File: src/rtl/strobeRegPkg.sv
package strobeRegPkg;

  localparam int CMD_ADDR_W = 7;
  localparam int WORD_W     = 16;
  localparam int N_CTRL     = 8;
  localparam int SLOT_W     = $clog2(N_CTRL);

  localparam int ADDR_PLATFORM = 0;
  localparam int ADDR_FIRMWARE = 1;

  typedef enum logic [1:0] {PH_IDLE, PH_CMD, PH_WR, PH_RD} phase_t;

  // one-cycle actions issued by the frame control to the datapath
  typedef struct packed {
    logic frameReset;
    logic shiftBit;
    logic latchAddr;
    logic loadRead;
    logic shiftOut;
    logic commit;
  } ctlStrobes_t;

  typedef struct packed {
    logic              hit;
    logic [SLOT_W-1:0] idx;
  } slot_t;

  // maps a bus address to a control register slot
  function automatic slot_t ctrlSlot(input logic [CMD_ADDR_W-1:0] a);
    slot_t s;
    s.hit = 1'b1;
    s.idx = '0;
    case (a)
      7'h08: s.idx = 3'd0;
      7'h09: s.idx = 3'd1;
      7'h10: s.idx = 3'd2;
      7'h11: s.idx = 3'd3;
      7'h12: s.idx = 3'd4;
      7'h18: s.idx = 3'd5;
      7'h19: s.idx = 3'd6;
      7'h1A: s.idx = 3'd7;
      default: s.hit = 1'b0;
    endcase
    return s;
  endfunction

endpackage

File: src/rtl/pinSync.sv
module pinSync #(
  parameter int STAGES = 2
) (
  input  logic clk,
  input  logic rstN,
  input  logic clearN,
  input  logic strobe,
  input  logic dataIn,
  output logic clrS,
  output logic dinS,
  output logic rise
);
  // bit order inside each stage: {data, strobe, clear}
  localparam logic [2:0] IDLE_LEVELS = 3'b011;

  logic [STAGES-1:0][2:0] chain;
  logic strobeLast;

  always_ff @(posedge clk or negedge rstN) begin
    if (!rstN) begin
      chain      <= {STAGES{IDLE_LEVELS}};
      strobeLast <= 1'b1;
    end else begin
      chain      <= {chain[STAGES-2:0], {dataIn, strobe, clearN}};
      strobeLast <= chain[STAGES-1][1];
    end
  end

  assign clrS = chain[STAGES-1][0];
  assign dinS = chain[STAGES-1][2];
  assign rise = chain[STAGES-1][1] & ~strobeLast;

endmodule

File: src/rtl/frameCtrl.sv
module frameCtrl
  import strobeRegPkg::*;
#(
  parameter int ADDR_W = CMD_ADDR_W,
  parameter int DATA_W = WORD_W
) (
  input  logic        clk,
  input  logic        rstN,
  input  logic        clrS,
  input  logic        rise,
  input  logic        dinS,
  output ctlStrobes_t ctl
);
  localparam int CMD_W = ADDR_W + 1;
  localparam int MAXN  = (DATA_W > CMD_W) ? DATA_W : CMD_W;
  localparam int CNT_W = $clog2(MAXN);
  localparam logic [CNT_W-1:0] CMD_LAST  = CNT_W'(CMD_W - 1);
  localparam logic [CNT_W-1:0] DATA_LAST = CNT_W'(DATA_W - 1);

  phase_t           phase;
  logic [CNT_W-1:0] bitCnt;
  logic             readFlag;

  always_comb begin
    ctl = '0;
    if (!clrS) begin
      ctl.frameReset = 1'b1;
    end else if (rise) begin
      case (phase)
        PH_CMD: begin
          if (bitCnt == CMD_LAST) begin
            ctl.latchAddr = 1'b1;
            ctl.loadRead  = readFlag;
          end else begin
            ctl.shiftBit = 1'b1;
          end
        end
        PH_WR: begin
          if (bitCnt == DATA_LAST) ctl.commit = 1'b1;
          else                     ctl.shiftBit = 1'b1;
        end
        PH_RD:   ctl.shiftOut = 1'b1;
        default: ;
      endcase
    end
  end

  always_ff @(posedge clk or negedge rstN) begin
    if (!rstN) begin
      phase    <= PH_IDLE;
      bitCnt   <= '0;
      readFlag <= 1'b0;
    end else if (!clrS) begin
      phase  <= PH_CMD;
      bitCnt <= '0;
    end else if (rise) begin
      case (phase)
        PH_CMD: begin
          if (bitCnt == '0) readFlag <= dinS;
          if (bitCnt == CMD_LAST) begin
            bitCnt <= '0;
            phase  <= readFlag ? PH_RD : PH_WR;
          end else begin
            bitCnt <= bitCnt + 1'b1;
          end
        end
        PH_WR, PH_RD: begin
          if (bitCnt == DATA_LAST) begin
            bitCnt <= '0;
            phase  <= PH_IDLE;
          end else begin
            bitCnt <= bitCnt + 1'b1;
          end
        end
        default: ;
      endcase
    end
  end

endmodule

File: src/rtl/regDatapath.sv
module regDatapath
  import strobeRegPkg::*;
#(
  parameter int               ADDR_W        = CMD_ADDR_W,
  parameter int               DATA_W        = WORD_W,
  parameter logic [DATA_W-1:0] PLATFORM_WORD = 16'h0A01,
  parameter logic [DATA_W-1:0] FIRMWARE_WORD = 16'h3012
) (
  input  logic        clk,
  input  logic        rstN,
  input  ctlStrobes_t ctl,
  input  logic        dinS,
  output logic        dataOut
);
  logic [DATA_W-1:0] shreg;
  logic [DATA_W-1:0] wrWord;
  logic [DATA_W-1:0] rdWord;
  logic [ADDR_W-1:0] addrQ;
  logic [ADDR_W-1:0] nextAddr;
  logic [DATA_W-1:0] ctrlReg [N_CTRL];
  slot_t             rdSlot;
  slot_t             wrSlot;

  assign nextAddr = {shreg[ADDR_W-2:0], dinS};
  assign wrWord   = {shreg[DATA_W-2:0], dinS};

  always_comb begin
    rdSlot = ctrlSlot(nextAddr);
    wrSlot = ctrlSlot(addrQ);
    rdWord = '0;
    if (nextAddr == ADDR_W'(ADDR_PLATFORM))      rdWord = PLATFORM_WORD;
    else if (nextAddr == ADDR_W'(ADDR_FIRMWARE)) rdWord = FIRMWARE_WORD;
    else if (rdSlot.hit)                         rdWord = ctrlReg[rdSlot.idx];
  end

  always_ff @(posedge clk or negedge rstN) begin
    if (!rstN) begin
      shreg   <= '0;
      addrQ   <= '0;
      dataOut <= 1'b0;
    end else begin
      if (ctl.frameReset)     shreg <= '0;
      else if (ctl.shiftBit)  shreg <= wrWord;
      else if (ctl.latchAddr) shreg <= ctl.loadRead ? rdWord : '0;
      else if (ctl.shiftOut)  shreg <= {shreg[DATA_W-2:0], 1'b0};

      if (ctl.latchAddr) addrQ <= nextAddr;

      if (ctl.frameReset)    dataOut <= 1'b0;
      else if (ctl.shiftOut) dataOut <= shreg[DATA_W-1];
    end
  end

  always_ff @(posedge clk or negedge rstN) begin
    if (!rstN) begin
      for (int g = 0; g < N_CTRL; g++) ctrlReg[g] <= '0;
    end else if (ctl.commit && wrSlot.hit) begin
      ctrlReg[wrSlot.idx] <= wrWord;
    end
  end

endmodule

File: src/rtl/strobeRegSlave.sv
module strobeRegSlave
  import strobeRegPkg::*;
#(
  parameter int               ADDR_W        = CMD_ADDR_W,
  parameter int               DATA_W        = WORD_W,
  parameter int               SYNC_STAGES   = 2,
  parameter logic [DATA_W-1:0] PLATFORM_WORD = 16'h0A01,
  parameter logic [DATA_W-1:0] FIRMWARE_WORD = 16'h3012  // build 3, major 0, minor 1, patch 2
) (
  input  logic clk,
  input  logic rstN,
  input  logic clearN,
  input  logic strobe,
  input  logic dataIn,
  output logic dataOut
);
  logic        clrS;
  logic        dinS;
  logic        strobeRise;
  ctlStrobes_t ctl;

  pinSync #(.STAGES(SYNC_STAGES)) uSync (
    .clk(clk), .rstN(rstN), .clearN(clearN), .strobe(strobe), .dataIn(dataIn),
    .clrS(clrS), .dinS(dinS), .rise(strobeRise)
  );

  frameCtrl #(.ADDR_W(ADDR_W), .DATA_W(DATA_W)) uCtrl (
    .clk(clk), .rstN(rstN), .clrS(clrS), .rise(strobeRise), .dinS(dinS), .ctl(ctl)
  );

  regDatapath #(
    .ADDR_W(ADDR_W), .DATA_W(DATA_W),
    .PLATFORM_WORD(PLATFORM_WORD), .FIRMWARE_WORD(FIRMWARE_WORD)
  ) uDp (
    .clk(clk), .rstN(rstN), .ctl(ctl), .dinS(dinS), .dataOut(dataOut)
  );

endmodule

File: config.mk
export PLATFORM = sky130hd
export DESIGN_NAME = strobeRegSlave
export DESIGN_NICKNAME = d
export VERILOG_FILES = /design/src/rtl/strobeRegPkg.sv /design/src/rtl/pinSync.sv /design/src/rtl/frameCtrl.sv /design/src/rtl/regDatapath.sv /design/src/rtl/strobeRegSlave.sv
export SDC_FILE = /design/constraint.sdc
export NUM_CORES = 1
export LEC_CHECK = 0
export CAP_MARGIN = 0
export CORE_MARGIN = 5
export CORE_UTILIZATION = 23
export CTS_CLUSTER_DIAMETER = 50
export DETAILED_ROUTE_END_ITERATION = 16
export DONT_BUFFER_PORTS = 1
export GPL_ROUTABILITY_DRIVEN = 0
export PLACE_DENSITY_LB_ADDON = 0.08
export SETUP_SLACK_MARGIN = 0.4
export SLEW_MARGIN = 40
export SYNTH_ARGS = -nofsm -noshare
export SYNTH_HDL_FRONTEND = slang
export SYNTH_SLANG_ARGS = --single-unit
File: constraint.sdc
create_clock -name clk -period 2.47 [get_ports clk]
set_input_delay 0.247 -clock clk [delete_from_list [all_inputs] [get_ports clk]]
set_output_delay 0.247 -clock clk [all_outputs]
set_load 0.05 [all_outputs]
==> results of run 1 <==
-- power by group --
part	switching, mW	leakage, nW	internal (mW)	total (mW)
Sequential	0.0154	2.28	2.73	2.75
Clock	1.11	0.290	1.64	2.75
Combinational	0.0651	1.96	0.0541	0.119
-- Yosys cell counts (3+ instances only) --
library cell	number
dfrtp_1	161
mux2_2	150
nand2_1	69
mux2i_1	21
nand3_1	18
nor2_1	18
a21oi_1	14
clkbuf_1	14
o21ai_0	13
buf_2	12
buf_1	11
nor3_1	8
a311oi_1	6
buf_6	6
inv_1	6
nor2b_1	6
o211ai_1	6
a22oi_1	5
a31o_2	5
buf_4	5
dfstp_2	5
ha_1	5
nand2b_1	5
a211o_1	4
a211oi_1	4
a22o_1	4
a311o_1	4
a32oi_1	4
and3_1	4
nor2_2	4
o31ai_1	4
a221o_1	3
a221oi_1	3
and2_1	3
nor3_4	3
-- kinds of logic (layout without fill, tap and decap cells) --
family                   count (synthesis)  in the layout  synth area share, %
multiplexers                           173            173                24.48
AND/OR/NAND/NOR                        156            157                10.08
XOR/XNOR                                 3              3               0.3309
adder cells (fa/ha/maj)                  5              5               0.7876
AO/OA/AOI/OAI                           90             90                8.396
buffers and inverters                   54            131                3.544
flip-flops                             166            166                52.38
-- critical path, cell delays in order, from the launching register on --
cell and delay, ns:
dfrtp_2 0.43, buf_4 0.14, inv_4 0.06, ha_4 0.16
mux2i_2 0.09, a311oi_4 0.41, o41ai_4 0.20, a221o_1 0.36
or4_1 0.47
-- flip-flops by register name (all words and copies together) (netlist names) --
register	count
uSync.strobeLast	1
uSync.dinS	1
uDp.shreg	16
uSync.clrS	1
uDp.dataOut	1
uCtrl.readFlag	1
uDp.addrQ	7
uDp.ctrlReg	128
uSync.chain	4
uCtrl.phase	2
uCtrl.bitCnt	4
-- cell usage in the layout, fill, tap and decap left out, drive strengths merged, types with 12 or more instances in the layout --
cell,synthesis,layout
nor3,12,12
clkbuf,14,22
o21ai,13,13
dfrtp,161,161
mux2,150,150
mux2i,21,21
nand3,18,18
nand2,69,69
nor2,22,22
a21oi,14,14
buf,34,91
-- metal layers --
| layer | up-vias | wire length, um |
|---|---|---|
| met1 | 2857 | 11940 |
| met3 | 17 | 398 |
| met4 | 0 | 289 |
| met5 | - | 0 |
| met2 | 41 | 11390 |
| li1 | 2478 | - |
-- per-stage QoR --
step / area [um2] / TNS, ns / utilization [%] / setup slack, ns
after floorplan: 8080 / 0 / - / 0.009157
after global placement: 8916 / -1.661 / 26.00 / -0.08308
after detailed placement: 8916 / -1.965 / 26.00 / -0.08044
after CTS: 10090 / 0 / 29.43 / 0.009231
after global routing: 10300 / -3.501 / 30.03 / -0.07166
final: 10300 / 0 / 30.03 / 0.02207
-- final cells by class --
type	instances	area share, %
Timing Repair Buffer	94	10.39
Multi-Input combinational cell	428	37.65
Inverter	6	0.2430
Clock buffer	22	4.508
Sequential cell	166	40.45
Clock inverter	9	1.227
Tap cell	455	5.529
-- how the worst max path moves through the flow --
| stage | endpoint | cells past startpoint |
|---|---|---|
| after floorplan | uDp.ctrlReg[85] | 8 |
| after global placement | uDp.ctrlReg[90] | 8 |
| after detailed placement | uDp.ctrlReg[85] | 8 |
| after CTS | uDp.shreg[9] | 8 |
| after global routing | uDp.ctrlReg[93] | 10 |
| final | uDp.shreg[1] | 8 |
-- timing repair --
| action | 4_1_cts | 5_1_grt |
|---|---|---|
| cloned | 5 | 1 |
| resized for setup | 66 | 30 |
| endpoints found under the setup margin | 146 | 151 |
| buffers inserted | 21 | 10 |
| endpoints found under the hold margin | 169 | 166 |
| pin swaps | 19 | 14 |
==> impl_metrics.ini, run 1 <==
[clock_tree]
insertion_delay_ns = 0.43
cts_max_path_buffers = 2
h-tree-depth = 4
cts_tree = done
clk_pin_slew_ns = 0.07
root_buffer = clkbuf_16
numClockSinks = 166
cts_inserted_buffers = 17
ctsHoldBuffers = 3

[timing]
min_period_ns = 2.448
tightest_slew_ns = 0.5515
rsz0062_at_grt = yes
skew_ns = 0.01402
whs_ns = -0.4702
max-slew-margin-rel_pct = 63.10
hold_violations = 166
fmax_mhz = 408.5
min_period_over_period_pct = 99.11
setup_viol = 0
slew_viol_final = 0

[drt]
ant_nets = 0
wirelength_um = 24010
drt-pass1-iter-count = 4
wl_per_cell_um = 20.35
vias = 5393
drc = 0
avgViaCountPerCell = 4.570
drt_iter0_markers = 260

[floorplanning]
fp-row-count = 68
die_x_um = 195.8
dieArea_um2 = 38350
fp.coreArea_um2 = 34290
fp.dieH_um = 195.8
start_util_pct = 23.16
boundaryPins = 6

[cells_and_area]
area_growth_pct = 29.63
regArea_um2 = 4165
antennaDiodeCount = 0
fin_nets = 723
drive_above_1_share_pct = 46.21
final_cells = 1180
fillers = 3478
multi_input_area_um2 = 3876

[critical_path]
r2r_slack_ns = 0.02
end_kind = register
r2r_cells = 8
required_ns = 2.76
cp_max_fo = 4
startpoint = uCtrl.phase[1]
cp.arrival_ns = 2.73
start_kind = register
crit_type = reg -> reg
rr_endpoint = uDp.shreg[1]
reg2reg_from = uCtrl.phase[1]

[synthesis]
yosys_warnings = 0
synth-seq-area-share_pct = 52.38
post_synth.cell_area_avg_um2 = 12.28
synthTopCellsByArea = dfrtp_1 (51%), mux2_2 (21%), nand2_1 (3.3%)
ys_async_sr_fraction_pct = 100.0
synth_top_area_cell = dfrtp_1
synthCells = 647
ys_types = 61
syn_nets = 657
synth_ff_type = dfrtp_1
synth_area_um2 = 7943
synth_top_area_share_pct = 50.72
synth_seq_cells = 166
synth_edf_count = 0

[global_routing]
antenna_found_initial = 0
grt_pass1_vias = 5641
top_usage_layer = met2
grt_pass1_wl_um = 37050
use_met3_pct = 2.112
grt.met2_usage_pct = 20.40
grt.total_usage_pct = 12.81
grt_util_met1_pct = 18.31
grt_max_degree = 167
grt-ovfl-total = 0

[pwr]
power.density_nw_per_um2 = 545.8
peakVddDrop_v = 0.0004550
p_leak_nw = 4.532
p_total_mw = 5.620

[status]
violations = negative hold slack
outcome = finished, violations left

[placement]
port_buffers = 0
placed_cells = 1109
dp_hpwl_um = 14710

[flow_run]
max_cap_violations = 0

[hold_path]
hp-class = in -> async
Power figures use the tool's default switching activity.
==> inputs of run 2 (changes only) <==
- CELL_PAD_IN_SITES_DETAIL_PLACEMENT: default -> 1
- CELL_PAD_IN_SITES_GLOBAL_PLACEMENT: default -> 1
==> run 2 against run 1 <==
The run ends with negative hold slack, negative setup slack left. Sequential power about the same. Maximum frequency decreased by 1.0%. Setup slack lost 0.026 ns. Critical path depth unchanged. Clock skew is 0.0052 ns lower. Die area stayed put. Global-route usage grew 1.9 points. Combinational power is 15% higher. Via count increased by 5.0%. Power shrank 2.4%. Largest cell class unchanged. Clock-buffer cell count rose by 1. Core utilization grew 1.8 points.
==> impl_metrics.ini, run 2 (synthesis results as in run 1) <==
[status]
outcome = finished, violations left
violations = negative hold slack, negative setup slack

[critical_path]
cp.arrival_ns = 2.79
reg2reg_from = uCtrl.phase[1]
cp_max_fo = 6
rr_endpoint = uDp.shreg[1]
r2r_cells = 8
crit_type = reg -> reg
r2r_slack_ns = -0.003
startpoint = uCtrl.phase[1]
required_ns = 2.78
end_kind = register
start_kind = register

[floorplanning]
fp-row-count = 68
dieArea_um2 = 38350
boundaryPins = 6
die_x_um = 195.8
fp.coreArea_um2 = 34290
fp.dieH_um = 195.8
start_util_pct = 23.16

[cells_and_area]
most-common-layout-cells = dfrtp_1 (157), mux2_4 (87), buf_4 (79)
top_regs = uDp.ctrlReg x128, uDp.shreg x16, uDp.addrQ x7
largest_reg_flops = 128
largest_register = uDp.ctrlReg
layout_commonest_cell = dfrtp_1
final_cells = 1218
regArea_um2 = 4165
fin_nets = 760
drive_above_1_share_pct = 49.93
area_growth_pct = 37.24
antennaDiodeCount = 0
multi_input_area_um2 = 4149
utilization_pct = 31.79
fillers = 3642

[timing]
timing.final.ws_setup_ns = -0.003466
rsz0062_at_grt = yes
min_period_over_period_pct = 100.1
skew_ns = 0.008789
slew_viol_final = 0
fmax_mhz = 404.3
min_period_ns = 2.473
whs_ns = -0.4985
hold_violations = 166
fin_setup_tns_ns = -0.003466
max-slew-margin-rel_pct = 56.96
tightest_slew_ns = 0.6435
setup_viol = 1

[clock_tree]
cts_inserted_buffers = 17
h-tree-depth = 4
clk_pin_slew_ns = 0.07
numClockSinks = 166
insertion_delay_ns = 0.45
cts_max_path_buffers = 2
ctsHoldBuffers = 3
cts_tree = done
root_buffer = clkbuf_16

[placement]
dp_hpwl_um = 16380
port_buffers = 0
placed_cells = 1139

[drt]
drt_iter0_markers = 246
wirelength_um = 27960
avgViaCountPerCell = 4.647
wl_per_cell_um = 22.95
drt-pass1-iter-count = 5
ant_nets = 0
vias = 5660
drc = 0

[pwr]
power.density_nw_per_um2 = 503.4
peakVddDrop_v = 0.0004782
p_leak_nw = 4.793
p_total_mw = 5.487

[global_routing]
grt_pass1_wl_um = 42300
grt_max_degree = 167
antenna_found_initial = 0
grt.total_usage_pct = 14.66
grt_pass1_vias = 6260
grt-ovfl-total = 0

[flow_run]
max_cap_violations = 0

[hold_path]
hp-class = in -> async
run 2: what timing repair did:
item	CTS	global route
cloned	4	3
endpoints found under the hold margin	169	166
setup endpoints to repair	144	146
gates resized for setup	132	42
pin swaps	27	22
buffers inserted	20	17
run 2: worst max path at each step:
stage | endpoint | slack (ns) | depth (start not counted)
finish | uDp.shreg[1] | -0.003 | 8
global route | uDp.shreg[15] | -0.09 | 11
CTS | uDp.ctrlReg[56] | -0.06 | 9
detailed placement | uDp.shreg[1] | -0.12 | 6
global placement | uDp.ctrlReg[94] | -0.1 | 8
floorplan | uDp.ctrlReg[85] | 0.009 | 8
run 2: through the flow:
step           hold WS [ns]  area, um2  setup WS [ns]
5_1_grt             -0.5255      10900       -0.09289
6_report            -0.4985      10900      -0.003466
2_1_floorplan      -0.04859       8080       0.009157
3_3_place_gp       -0.03792       9141       -0.09596
4_1_cts             -0.5243      10530       -0.06061
3_5_place_dp       -0.03751       9144        -0.1188
run 2: metal layers:
metal,share of wire [%],global-route usage [%]
met2,48,23.64
met4,1.3,3.672
met1,49,20.59
met5,0,0
met3,1.9,2.421
run 2: final cells by class:
class	instances	share of cell area, %
inverter	6	0.2296
tap	455	5.223
timing repair buffer	132	13.27
clock inverter	9	0.7117
clock buffer	23	4.293
multi-input combinational	427	38.06
sequential	166	38.21
run 2: worst max-delay path: stages (launching register included):
cell and delay, ns:
dfrtp_1 0.42, buf_6 0.14, inv_4 0.06, ha_4 0.17, mux2i_4 0.09, a311oi_4 0.39, o41ai_4 0.19, a221o_1 0.33
or4_4 0.54
run 2: power by group:
group / switching, mW / leakage, nW / total (mW) / internal, mW
Clock: 1.17 / 0.274 / 2.61 / 1.43
Sequential: 0.0110 / 2.28 / 2.75 / 2.73
Combinational: 0.0700 / 2.23 / 0.137 / 0.0669
Total: 1.25 / 4.79 / 5.49 / 4.24
